**src/rtl/fpu_exc_pkg.sv**
```systemverilog
package fpu_exc_pkg;
  localparam int unsigned NUM_EXC = 6;
  localparam int unsigned STAT_W  = 16;
  localparam int unsigned SF_POS  = 6;
  localparam int unsigned ES_POS  = 7;
  localparam int unsigned B_POS   = 15;
  localparam int unsigned IE_POS  = 0;
  localparam int unsigned REC_W   = NUM_EXC + 1;  // flags plus stack fault

  typedef logic [NUM_EXC-1:0] exc_vec_t;
  typedef logic [REC_W-1:0]   rec_vec_t;
endpackage

```
**src/rtl/exc_sticky_reg.sv**
```systemverilog
module exc_sticky_reg #(
  parameter int unsigned W = 7
) (
  input  logic         clk_i,
  input  logic         rst_ni,
  input  logic         ld_i,
  input  logic [W-1:0] ld_val_i,
  input  logic         clr_i,
  input  logic [W-1:0] set_i,
  output logic [W-1:0] q_o
);
  for (genvar i = 0; i < W; i++) begin : g_bit
    logic q_q;
    always_ff @(posedge clk_i or negedge rst_ni) begin
      if (!rst_ni)     q_q <= 1'b0;
      else if (ld_i)   q_q <= ld_val_i[i];
      else if (clr_i)  q_q <= set_i[i];
      else             q_q <= q_q | set_i[i];
    end
    assign q_o[i] = q_q;
  end

  assert_sticky_R2: assert property (@(posedge clk_i) disable iff (!rst_ni)
    (!ld_i && !clr_i) |=> ((q_o & $past(q_o)) == $past(q_o)));

  assert_clr_set_R2: assert property (@(posedge clk_i) disable iff (!rst_ni)
    (!ld_i && clr_i) |=> (q_o == $past(set_i)));

  assert_load_R5: assert property (@(posedge clk_i) disable iff (!rst_ni)
    ld_i |=> (q_o == $past(ld_val_i)));
endmodule

```
**src/rtl/exc_summary.sv**
```systemverilog
module exc_summary #(
  parameter int unsigned N = 6
) (
  input  logic [N-1:0] flags_i,
  input  logic [N-1:0] mask_i,
  output logic         es_o
);
  logic [N-1:0] live;
  for (genvar i = 0; i < N; i++) begin : g_live
    assign live[i] = flags_i[i] & ~mask_i[i];
  end
  assign es_o = |live;
endmodule

```
**src/rtl/status_pack.sv**
```systemverilog
module status_pack
  import fpu_exc_pkg::*;
(
  input  exc_vec_t            flags_i,
  input  logic                sf_i,
  input  logic                es_i,
  output logic [STAT_W-1:0]   word_o,
  output logic                err_no
);
  always_comb begin
    word_o                  = '0;
    word_o[NUM_EXC-1:0]     = flags_i;
    word_o[SF_POS]          = sf_i;
    word_o[ES_POS]          = es_i;
    word_o[B_POS]           = es_i;
  end
  assign err_no = ~es_i;
endmodule

```
**src/rtl/fpu_exc_status.sv**
```systemverilog
module fpu_exc_status
  import fpu_exc_pkg::*;
(
  input  logic              clk_i,
  input  logic              rst_ni,
  input  logic              rpt_valid_i,
  input  logic [5:0]        rpt_flags_i,
  input  logic              rpt_stack_i,
  input  logic              ld_valid_i,
  input  logic [15:0]       ld_data_i,
  input  logic              clr_i,
  input  logic [5:0]        mask_i,
  output logic [15:0]       status_o,
  output logic              err_no
);
  rec_vec_t set_vec, rec_q;
  exc_vec_t stack_ie;
  logic     es;
  logic     unused_ld_hi;

  assign unused_ld_hi = ^ld_data_i[STAT_W-1:REC_W];

  // stack fault also raises invalid operation
  always_comb begin
    stack_ie         = '0;
    stack_ie[IE_POS] = rpt_stack_i;
  end
  assign set_vec = rpt_valid_i ? {rpt_stack_i, rpt_flags_i | stack_ie} : '0;

  exc_sticky_reg #(.W(REC_W)) u_rec (
    .clk_i   (clk_i),
    .rst_ni  (rst_ni),
    .ld_i    (ld_valid_i),
    .ld_val_i(ld_data_i[REC_W-1:0]),
    .clr_i   (clr_i),
    .set_i   (set_vec),
    .q_o     (rec_q)
  );

  exc_summary #(.N(NUM_EXC)) u_sum (
    .flags_i(rec_q[NUM_EXC-1:0]),
    .mask_i (mask_i),
    .es_o   (es)
  );

  status_pack u_pack (
    .flags_i(rec_q[NUM_EXC-1:0]),
    .sf_i   (rec_q[SF_POS]),
    .es_i   (es),
    .word_o (status_o),
    .err_no (err_no)
  );

  assert_stack_ie_R3: assert property (@(posedge clk_i) disable iff (!rst_ni)
    (rpt_valid_i && rpt_stack_i && !ld_valid_i) |=> (status_o[IE_POS] && status_o[SF_POS]));

  assert_es_needs_flag_R4: assert property (@(posedge clk_i) disable iff (!rst_ni)
    status_o[ES_POS] |-> (|status_o[NUM_EXC-1:0]));

  assert_mask_all_R4: assert property (@(posedge clk_i) disable iff (!rst_ni)
    (&mask_i) |-> !status_o[ES_POS]);

  assert_mirror_R6: assert property (@(posedge clk_i) disable iff (!rst_ni)
    status_o[B_POS] == status_o[ES_POS]);

  assert_err_pin_R7: assert property (@(posedge clk_i) disable iff (!rst_ni)
    err_no == !status_o[ES_POS]);

  assert_zero_mid_R8: assert property (@(posedge clk_i) disable iff (!rst_ni)
    status_o[B_POS-1:ES_POS+1] == '0);
endmodule

```
**config.mk**
```make
export PLATFORM = sky130hd
export DESIGN_NAME = fpu_exc_status
export DESIGN_NICKNAME = d
export VERILOG_FILES = /design/src/rtl/fpu_exc_pkg.sv /design/src/rtl/exc_sticky_reg.sv /design/src/rtl/exc_summary.sv /design/src/rtl/status_pack.sv /design/src/rtl/fpu_exc_status.sv
export SDC_FILE = /design/constraint.sdc
export NUM_CORES = 1
export LEC_CHECK = 0
export BUFFER_PORTS_ARGS = -buffer_cell sky130_fd_sc_hd__buf_4
export CAP_MARGIN = 0
export CORE_MARGIN = 2
export CORE_UTILIZATION = 30
export DETAILED_ROUTE_END_ITERATION = 7
export PLACE_DENSITY_LB_ADDON = 0.15
export REMOVE_ABC_BUFFERS = 1
export SETUP_SLACK_MARGIN = 0.05
export SLEW_MARGIN = 20
export SYNTH_ARGS = -nofsm -noshare
export SYNTH_HDL_FRONTEND = slang
export SYNTH_SLANG_ARGS = --single-unit
```
**constraint.sdc**
```tcl
create_clock -name clk_i -period 1.3 [get_ports clk_i]
set_clock_uncertainty 0.2 [all_clocks]
set_input_delay 0.195 -clock clk_i [delete_from_list [all_inputs] [get_ports clk_i]]
set_output_delay 0.195 -clock clk_i [all_outputs]
set_load 0.1 [all_outputs]
```
## Word-level counts from Yosys, hierarchy flattened

Cells that the tools add are included.

- Multiplexer cells: 15
- Bitwise operators: 21
- Reductions and logical operators: 1

Operators with widths:

| operator | number |
|---|---|
| 1-bit two-way mux | 14 |
| 7-bit two-way mux | 1 |
| 1-bit inverter | 7 |
| 1-bit OR | 7 |
| 1-bit AND | 6 |
| 6-bit by 1-bit OR with 6-bit output | 1 |
| 6-bit OR reduction | 1 |

- Flip-flop bits (word level): 7
- Output and inout port bits: 17

## Logic depth before layout (Yosys ltp)

Gate-level depths: netlist of run 1.

- Depth in word-level cells: 5
- Depth in mapped cells: 4

## By module

From an unflattened synthesis of run 1, not the netlist that was laid out.

- Cells, all modules: 78
- Area total of the unflattened synthesis: 684.4 um2

Modules (own cells, without submodules):

| module | instances | cells an instance | area each (um2) | sequential area each (um2) |
|---|---|---|---|---|
| exc_sticky_reg | 1 | 43 | 464.2 | 175.2 |
| status_pack | 1 | 18 | 127.6 | 0.0 |
| exc_summary | 1 | 10 | 47.5 | 0.0 |
| fpu_exc_status | 1 | 7 | 45.0 | 0.0 |

## Least setup slack after synthesis of run 1

No wires, ideal clock.

- Path type: register to output
- Start: register u_rec.g_bit[1].q_q
- End: output port err_no
- Data arrival time: 2.580 ns
- Path slack: -1.675 ns
- Stages on the path, launching flop included: 4
- Path through: dfrtp_1 -> inv_1 -> o22ai_1 -> nor3_1

- Cells in the longest elaborated chain, start to end: 3

RTL lines:

| element | line | RTL |
|---|---|---|
| start, declared | exc_sticky_reg.sv:13 | `logic q_q;` |
| start signal, assigned | exc_sticky_reg.sv:16 | `else if (ld_i) q_q <= ld_val_i[i];` |
| start signal, assigned | exc_sticky_reg.sv:17 | `else if (clr_i) q_q <= set_i[i];` |
| start signal, assigned | exc_sticky_reg.sv:18 | `else q_q <= q_q \| set_i[i];` |
| 1-bit AND | exc_summary.sv:10 | `assign live[i] = flags_i[i] & ~mask_i[i];` |
| 6-bit OR reduction | exc_summary.sv:12 | `assign es_o = \|live;` |
| 1-bit inverter | status_pack.sv:17 | `assign err_no = ~es_i;` |
| end, declared | fpu_exc_status.sv:14 | `output logic err_no` |

Every way passes these cells.

## Worst setup path in the final report of run 1

- Start: register u_rec.g_bit[4].q_q
- End: output port status_o[7]

- Cells in the longest elaborated chain, start to end: 2

RTL lines:

| element | line | RTL |
|---|---|---|
| start, declared | exc_sticky_reg.sv:13 |  |
| start signal, assigned | exc_sticky_reg.sv:16 |  |
| start signal, assigned | exc_sticky_reg.sv:17 |  |
| start signal, assigned | exc_sticky_reg.sv:18 |  |
| 1-bit AND | exc_summary.sv:10 |  |
| 6-bit OR reduction | exc_summary.sv:12 |  |
| end, declared | fpu_exc_status.sv:13 | `output logic [15:0] status_o,` |

Every way passes these cells.

==> results of run 1 <==
stage by stage:
| step | utilization, % | setup slack [ns] | total power, mW | TNS, ns | instances |
|---|---|---|---|---|---|
| after floorplan | - | -2.16 | 0.622 | -6.99 | 47 |
| after global placement | 46.8 | -0.215 | 0.778 | -0.559 | 104 |
| after detailed placement | 46.8 | -0.226 | 0.781 | -0.555 | 104 |
| after CTS | 63.1 | -0.474 | 1.10 | -1.48 | 117 |
| after global routing | 64.0 | -0.537 | 1.16 | -1.90 | 117 |
| final | 64.0 | -0.479 | 1.11 | -1.49 | 117 |
cell usage after synthesis (all sizes together):
master | count | area share [%]
dfrtp | 7 | 37
o21ai | 8 | 8.4
a22oi | 6 | 9.4
nand2 | 6 | 4.7
nor3 | 1 | 1.0
conb | 1 | 0.78
mux2 | 1 | 2.3
buf | 17 | 26
inv | 7 | 5.5
o22ai | 3 | 3.9
or3 | 1 | 1.3
power breakdown:
| part | internal [mW] | total [mW] | switching [mW] |
|---|---|---|---|
| logic | 0.240 | 0.656 | 0.416 |
| clock network | 0.117 | 0.200 | 0.0829 |
| registers | 0.238 | 0.252 | 0.0135 |
| total | 0.595 | 1.11 | 0.513 |
layout by cell type, fill, tap and decap left out:
| master | count |
|---|---|
| o22ai_1 | 1 |
| or3_4 | 1 |
| nand2_1 | 6 |
| dlygate4sd3_1 | 8 |
| clkbuf_1 | 1 |
| mux2_2 | 1 |
| a22oi_1 | 6 |
| dfrtp_1 | 7 |
| o22ai_2 | 2 |
| o21ai_0 | 7 |
| nor3_1 | 1 |
| clkbuf_4 | 3 |
| buf_12 | 9 |
| inv_1 | 6 |
| buf_4 | 29 |
| o21ai_1 | 1 |
| buf_6 | 4 |
| conb_1 | 7 |
| inv_2 | 1 |
layout make-up:
| type | count | area (um^2) |
|---|---|---|
| Clock buffer | 4 | 26.3 |
| Fill cell | 137 | 543 |
| Timing Repair Buffer | 50 | 523 |
| Sequential cell | 7 | 175 |
| Inverter | 7 | 26.3 |
| Multi-Input combinational cell | 33 | 193 |
| Tap cell | 16 | 20.0 |
metal layers:
| layer | GRT usage (%) | wire [um] | vias up |
|---|---|---|---|
| li1 | - | - | 257 |
| met1 | 17.4 | 476 | 228 |
| met2 | 24.4 | 701 | 26 |
| met3 | 4.58 | 111 | 4 |
| met4 | 12.7 | 38 | 0 |
| met5 | 0 | 0 | - |
logic make-up after synthesis:
group / after synthesis / share of synthesized area [%]
buffers and inverters: 24 / 31.6
AOI/OAI and AO/OA: 17 / 21.7
and+or+nand+nor: 8 / 7.05
DFF: 7 / 36.6
muxes: 1 / 2.35
other: 1 / 0.783
worst paths after layout:
path,from,end,slack [ns],depth (start not counted)
max reg2reg,u_rec.g_bit[5].q_q,u_rec.g_bit[5].q_q,0.10,4
min reg2reg,u_rec.g_bit[6].q_q,u_rec.g_bit[6].q_q,0.43,2
max in group asynchronous,rst_ni,u_rec.g_bit[1].q_q,0.69,2
min,ld_valid_i,u_rec.g_bit[5].q_q,0.03,2
max,u_rec.g_bit[4].q_q,status_o[7],-0.48,4
min in group asynchronous,rst_ni,u_rec.g_bit[6].q_q,0.09,2
timing repair:
action	in CTS	in global routing
gates resized for setup	31	5
buffers inserted	2	1
hold buffers	8	0
endpoints found under the hold margin	14	0
pin swaps	4	1
endpoints found under the setup margin	10	11
==> summary.md, run 1 <==
| Metric | Value |
|---|---|
| Die Ht | 44.0 um |
| Clock Tree Root | clkbuf_4 |
| DP Wirelength | 938 um |
| Pre-antenna DRT Iters | 3 |
| CTS Sinks | 7 |
| Fin crit period | 1.78 ns |
| Critical Path Fanout Max | 2 |
| Max Transition Viols Final | 0 |
| Worst Path Arrival | 1.38 ns |
| Startpoint Class | flop |
| Share of layout cells above drive strength 1 | 49.5% |
| Detailed Route WL | 1330 um |
| Crit path cell chain | inv_1, o22ai_2, or3_4, buf_12 |
| Gr usage total | 15.6% |
| Final nets | 136 |
| Starting density of the core | 31.8% |
| PwrDens | 1150 nW/um^2 |
| Initial antenna violation count | 0 |
| Core Area | 1510 um^2 |
| Worst path bufs/invs | 2 |
| Vias in the first global route | 464 |
| Endpoints failing setup | 9 |
| Status | complete, but fails checks |
| Fmax achieved | 562 MHz |
| Final hold vios | 0 |
| Yosys reg bits | 7 |
| Hold Path Class | in -> reg |
| Synth warn | 0 |
| Sequential area share after synthesis | 36.6% |
| First-pass GRT wire length | 2080 um |
| Synth Cell Area | 479 um^2 |
| CP max stage cell | or3_4 |
| Avg Inst Size Synth | 8.26 um^2 |
| Critical Path RT | 0.90 ns |
| Biggest register | u_rec.g_bit.q_q |
| Via count | 515 |
| DRC viols | 0 |
| Regs by FF count | u_rec.g_bit.q_q: 7 flops |
| Area after DPL | 704 um^2 |
| Maximum VDD drop | 0.527 mV |
| Tcrit/Tclk final | 137% |
| Crit. End Element | output pin |
| H-tree depth | 1 |
| Clock-pin slew on the worst setup and hold paths | 0.05 ns |
| Row Count | 14 |
| Pleak | 0.490 nW |
| CP delay by family, top | simple AND/OR/NAND/NOR gates |
| Clock Tree Buf Depth | 2 |
| Failing checks | setup timing |
| 1st-iter DRT viols | 1 |
| PnR worst setup slack | -0.479 ns |
| Max-cap violations | 0 |
| Antenna Violating Nets Remaining | 0 |
| Largest net degree at the start of global routing | 14 |
| CTS tree | built |
| Library cells used by synthesis | 12 |
| Crit path kind | reg -> out |
| Max FFs per register | 7 |
| Die W | 44.0 um |
| CTS buffer count | 3 |
| Crit path largest cell delay | 0.42 ns |
| Layout overhead on the synthesized area | 101% |
| Grt ovf | 0 |
| Mapped Cells | 58 |
| Clk_lat worst skew | 0.25 ns |
| Number of port buffers | 34 |
| Num ports | 51 |
| Routed WL per cell | 11.3 um |
| Die area | 1930 um^2 |
| Post-Layout Inst Area | 963 um^2 |
| Placer Congestion | 0.682 |
| RSZ-0062 raised after global routing | yes |
| Hold WS | 0.0283 ns |
| Diodes inserted | 0 |
| Vias per cell | 4.40 |
(Power assumes the default switching activity.)
==> inputs of run 2 (changes only) <==
--- a/config.mk
+++ b/config.mk
@@ -10,6 +10,7 @@
 export CORE_MARGIN = 2
 export CORE_UTILIZATION = 30
 export DETAILED_ROUTE_END_ITERATION = 7
+export GPL_TIMING_DRIVEN = 0
 export PLACE_DENSITY_LB_ADDON = 0.15
 export REMOVE_ABC_BUFFERS = 1
 export SETUP_SLACK_MARGIN = 0.05
==> run 2 against run 1 <==
- the flow still finishes with violations (setup timing)
- sequential power is essentially flat
- worst hold slack gained 0.014 ns
- clock power is essentially flat
- routed wire length grew 3.4%
- power shrank 2.8%
- sequential cell count is the same
- critical path type unchanged
- critical path depth is the same
- core utilization shrank 3.2 points
- first-iteration DRC count grew to 5.0 times the previous value
- sequential share of layout area grew 0.97 points
- global-route usage grew 0.059 points
- non-clock buffer count shrank 4
==> summary.md, run 2 (same netlist as run 1, synthesis figures left out) <==
| Metric | Value |
|---|---|
| PwrDens | 1180 nW/um^2 |
| RSZ-0062 raised after global routing | yes |
| Final setup TNS | -1.48 ns |
| Register area | 175 um^2 |
| Layout overhead on the synthesized area | 90.9% |
| Grt ovf | 0 |
| Die Ht | 44.0 um |
| Dpl cells | 97 |
| Crit. End Element | output pin |
| Max Transition Viols Final | 0 |
| Critical Path RT | 0.90 ns |
| Maximum VDD drop | 0.566 mV |
| Depth of the worst register-to-register path | 4 |
| CP endpoint | status_o[15] |
| Biggest register | u_rec.g_bit.q_q |
| Tcrit/Tclk final | 138% |
| Critical Path Fanout Max | 2 |
| Post-Layout Inst Area | 915 um^2 |
| Commonest non-fill, non-tap cell in the layout | buf_4 |
| Reg2reg end | u_rec.g_bit[0].q_q |
| Pwr Total | 1.08 mW |
| Crit path kind | reg -> out |
| CTS Sinks | 7 |
| Vias per cell | 4.49 |
| Routed WL per cell | 12.1 um |
| Worst Path Arrival | 1.39 ns |
| DP Wirelength | 881 um |
| 1st-iter DRT viols | 5 |
| PnR worst setup slack | -0.489 ns |
| CTS buffer count | 3 |
| Start point of the critical path | u_rec.g_bit[0].q_q |
| Placer Congestion | 0.652 |
| Clock-pin slew on the worst setup and hold paths | 0.05 ns |
| Row Count | 14 |
| Num ports | 51 |
| Pleak | 0.463 nW |
| Final nets | 132 |
| Reg2reg setup slack | 0.09 ns |
| Endpoints failing setup | 7 |
| First-pass GRT wire length | 2150 um |
| Core Area | 1510 um^2 |
| Clock Tree Root | clkbuf_4 |
| Vias in the first global route | 495 |
| Max FFs per register | 7 |
| Starting density of the core | 31.8% |
| Failing checks | setup timing |
| Number of port buffers | 34 |
| Area after DPL | 652 um^2 |
| Fmax achieved | 559 MHz |
| Pre-antenna DRT Iters | 4 |
| Hold WS | 0.0418 ns |
| Regs by FF count | u_rec.g_bit.q_q: 7 flops |
| Multi-input combinational cell area | 204 um^2 |
| Most frequent cells in the layout | buf_4 (27), dlygate4sd3_1 (8), o21ai_0 (7), conb_1 (7), dfrtp_1 (7) |
| Via count | 507 |
| R2R Path Start | u_rec.g_bit[0].q_q |
| Final hold vios | 0 |
| Clock Tree Buf Depth | 2 |
| Post-placement worst setup slack | -0.257 ns |
| HP Start | rpt_flags_i[4] |
| Util after Layout | 60.7% |
| Max-cap violations | 0 |
| Detailed Route WL | 1370 um |
| Antenna Violating Nets Remaining | 0 |
| CTS tree | built |
| Gr usage total | 15.7% |
| Clk_lat worst skew | 0.25 ns |
| Die W | 44.0 um |
| Share of layout cells above drive strength 1 | 48.5% |
| H-tree depth | 1 |
| Fin cells | 113 |
| Initial antenna violation count | 0 |
| Largest net degree at the start of global routing | 14 |
| Status | complete, but fails checks |
| Hold Path Class | in -> reg |
| Fin crit period | 1.79 ns |
| Filler cells | 145 |
| Startpoint Class | flop |
| Die area | 1930 um^2 |
| DRC viols | 0 |
| Diodes inserted | 0 |
[run 2: cell count changes in the layout (fill, tap and decap cells not counted), sizes merged]
cell / previous run / this run
buf: 42 / 38
[run 2: power breakdown]
group          internal [mW]  leakage, nW  switching [mW]  total (mW)
Clock                  0.117       0.0150          0.0797       0.197
Combinational          0.212        0.363           0.413       0.625
Sequential             0.238       0.0846          0.0171       0.255
[run 2: worst min-delay path by stage]
stage / to / slack, ns / cells after the start
2_1_floorplan: u_rec.g_bit[0].q_q / -0.30 / 0
3_3_place_gp: u_rec.g_bit[6].q_q / -0.19 / 1
3_5_place_dp: u_rec.g_bit[6].q_q / -0.18 / 1
4_1_cts: u_rec.g_bit[5].q_q / 0.03 / 3
5_1_grt: u_rec.g_bit[1].q_q / 0.05 / 2
6_report: u_rec.g_bit[4].q_q / 0.04 / 3
[run 2: area by class of cell]
| cell class | instances | share of cell area [%] |
|---|---|---|
| clock buffer | 4 | 2.87 |
| inverter | 7 | 2.87 |
| multi-input combinational | 33 | 22.3 |
| sequential | 7 | 19.2 |
| tap | 16 | 2.19 |
| timing repair buffer | 46 | 50.6 |
[run 2: repair_timing]
| item | 4_1_cts | 5_1_grt |
|---|---|---|
| hold buffers | 8 | 0 |
| buffers inserted | 4 | 1 |
| setup endpoints to repair | 10 | 10 |
| pin swaps | 2 | 2 |
| hold endpoints to repair | 14 | 0 |
| resized for setup | 25 | 8 |
[run 2: per-layer routing]
| layer | share of wire, % | track usage [%] |
|---|---|---|
| met4 | 0 | 7.27 |
| met5 | 0 | 0 |
| met3 | 6.5 | 5.42 |
| met1 | 36 | 17.1 |
| met2 | 57 | 27.1 |
[run 2: worst max-delay path, stage by stage (launching register included)]
cell and delay [ns]:
dfrtp_1 0.39, inv_2 0.08, o22ai_4 0.07, or3_4 0.42
buf_12 0.18
==> inputs of run 3 (changes only) <==
--- a/config.mk
+++ b/config.mk
@@ -7,10 +7,11 @@
 export LEC_CHECK = 0
 export BUFFER_PORTS_ARGS = -buffer_cell sky130_fd_sc_hd__buf_4
 export CAP_MARGIN = 0
+export CELL_PAD_IN_SITES_DETAIL_PLACEMENT = 1
+export CELL_PAD_IN_SITES_GLOBAL_PLACEMENT = 2
 export CORE_MARGIN = 2
-export CORE_UTILIZATION = 30
+export CORE_UTILIZATION = 14
 export DETAILED_ROUTE_END_ITERATION = 7
-export GPL_TIMING_DRIVEN = 0
 export PLACE_DENSITY_LB_ADDON = 0.15
 export REMOVE_ABC_BUFFERS = 1
 export SETUP_SLACK_MARGIN = 0.05
==> run 3 against run 2 <==
- the run still ends with setup timing left
- routed wire length up 15%
- sequential cell count unchanged
- register-to-register slack got worse by 0.05 ns
- worst hold slack lost 0.013 ns
- global-route usage decreased by 7.4 points
- fmax grew 0.67%
- sequential power about the same
- combinational power rose by 8.5%
- critical endpoint is now status_o[7]
==> summary.md, run 3 (same netlist as run 1, synthesis figures left out) <==
| Metric | Value |
|---|---|
| Antenna Violating Nets Remaining | 0 |
| H-tree depth | 1 |
| 1st-iter DRT viols | 16 |
| Number of port buffers | 34 |
| Util after Layout | 31.3% |
| Worst Path Arrival | 1.38 ns |
| Crit. End Element | output pin |
| Final hold vios | 0 |
| Startpoint Class | flop |
| Share of layout cells above drive strength 1 | 54.4% |
| Detailed Route WL | 1570 um |
| Failing checks | setup timing |
| CTS buffer count | 3 |
| Routed WL per cell | 10.6 um |
| Fmax achieved | 563 MHz |
| Gr usage total | 8.35% |
| Critical Path RT | 0.90 ns |
| Crit path largest cell delay | 0.41 ns |
| Clk_lat worst skew | 0.25 ns |
| Fin cells | 149 |
| Die Ht | 62.5 um |
| Tcrit/Tclk final | 137% |
| Stages on the worst setup path | 4 |
| First-pass GRT wire length | 2470 um |
| Placer Congestion | 0.661 |
| Final setup TNS | -1.64 ns |
| Grt ovf | 0 |
| RSZ-0062 raised after global routing | yes |
| Die area | 3910 um^2 |
| Max Transition Viols Final | 0 |
| Largest net degree at the start of global routing | 14 |
| Filler cells | 406 |
| Hold Path Class | in -> reg |
| Final nets | 138 |
| Layout overhead on the synthesized area | 116% |
| Max FFs per register | 7 |
| Crit path kind | reg -> out |
| DP Wirelength | 1180 um |
| Pre-antenna DRT Iters | 4 |
| Diodes inserted | 0 |
| Commonest non-fill, non-tap cell in the layout | buf_4 |
| CP max stage cell | or3_4 |
| Clock Tree Root | clkbuf_4 |
| Row Count | 21 |
| Core Area | 3310 um^2 |
| Hold depth | 3 |
| Dpl cells | 134 |
| PwrDens | 1090 nW/um^2 |
| Clock Tree Buf Depth | 2 |
| CP delay by family, top | simple AND/OR/NAND/NOR gates |
| Crit path cell chain | inv_2, o22ai_2, or3_4, buf_12 |
| Die W | 62.5 um |
| Status | complete, but fails checks |
| Num ports | 51 |
| Fin crit period | 1.78 ns |
| Pleak | 0.504 nW |
| Max-cap violations | 0 |
| Most frequent cells in the layout | buf_4 (30), buf_12 (9), dlygate4sd3_1 (8) |
| Initial antenna violation count | 0 |
| Worst path bufs/invs | 2 |
| Endpoints failing setup | 9 |
| Starting density of the core | 14.5% |
| CTS Sinks | 7 |
| CTS tree | built |
| Maximum VDD drop | 0.211 mV |
| Depth of the worst register-to-register path | 5 |
| Via count | 534 |
| Regs by FF count | u_rec.g_bit.q_q: 7 flops |
| Biggest register | u_rec.g_bit.q_q |
| Clock-pin slew on the worst setup and hold paths | 0.06 ns |
| PnR worst setup slack | -0.477 ns |
| Vias in the first global route | 535 |
| Critical Path Fanout Max | 2 |
| Vias per cell | 3.58 |
| DRC viols | 0 |
## run 3: power breakdown
group | switching [mW] | leakage (nW) | internal, mW
Sequential | 0.0144 | 0.0846 | 0.238
Combinational | 0.425 | 0.405 | 0.253
Clock | 0.0827 | 0.0150 | 0.117
Total | 0.522 | 0.504 | 0.608
## run 3: final timing paths
| path | startpoint | slack (ns) | end |
|---|---|---|---|
| min in group asynchronous | rst_ni | 0.09 | u_rec.g_bit[1].q_q |
| worst min register to register | u_rec.g_bit[6].q_q | 0.44 | u_rec.g_bit[6].q_q |
| worst max register to register | u_rec.g_bit[2].q_q | 0.04 | u_rec.g_bit[2].q_q |
| worst max-delay path | u_rec.g_bit[0].q_q | -0.48 | status_o[7] |
| worst min-delay path | rpt_flags_i[4] | 0.03 | u_rec.g_bit[4].q_q |
| max in group asynchronous | rst_ni | 0.68 | u_rec.g_bit[5].q_q |
## run 3: worst min-delay path, stage by stage
cell	delay, ns
buf_4	0.08
a22oi_1	0.04
o21ai_0	0.13
## run 3: area by class of cell
type	instances	area, um^2	area share [%]
flip-flops and latches	7	175	16.9
well taps	46	57.6	5.56
clock buffers	4	26.3	2.54
inverters	7	26.3	2.54
repair buffers	52	542	52.3
multi-input cells	33	209	20.2
## run 3: metal layers
metal | track usage [%] | wire [um] | vias up
met2 | 14.7 | 834 | 20
li1 | - | - | 261
met5 | 0 | 0 | -
met4 | 5.83 | 27 | 0
met1 | 8.85 | 621 | 251
met3 | 1.80 | 89 | 2
## run 3: through the flow
stage	power [mW]	hold slack, ns	area [um^2]	setup slack (ns)
after floorplan	0.622	-0.301	377	-2.16
after global placement	0.786	-0.181	742	-0.211
after detailed placement	0.786	-0.179	742	-0.242
after CTS	1.13	0.0299	1000	-0.490
after global routing	1.19	0.0437	1040	-0.526
final	1.13	0.0287	1040	-0.477
## run 3: what timing repair did
item                                   4_1_cts  5_1_grt
gates resized for setup                     34        8
cloned                                       0        0
endpoints found under the hold margin       14        0
setup buffers                                4        3
pin swaps                                    3        2
setup endpoints to repair                   10       10
hold buffers                                 8        0
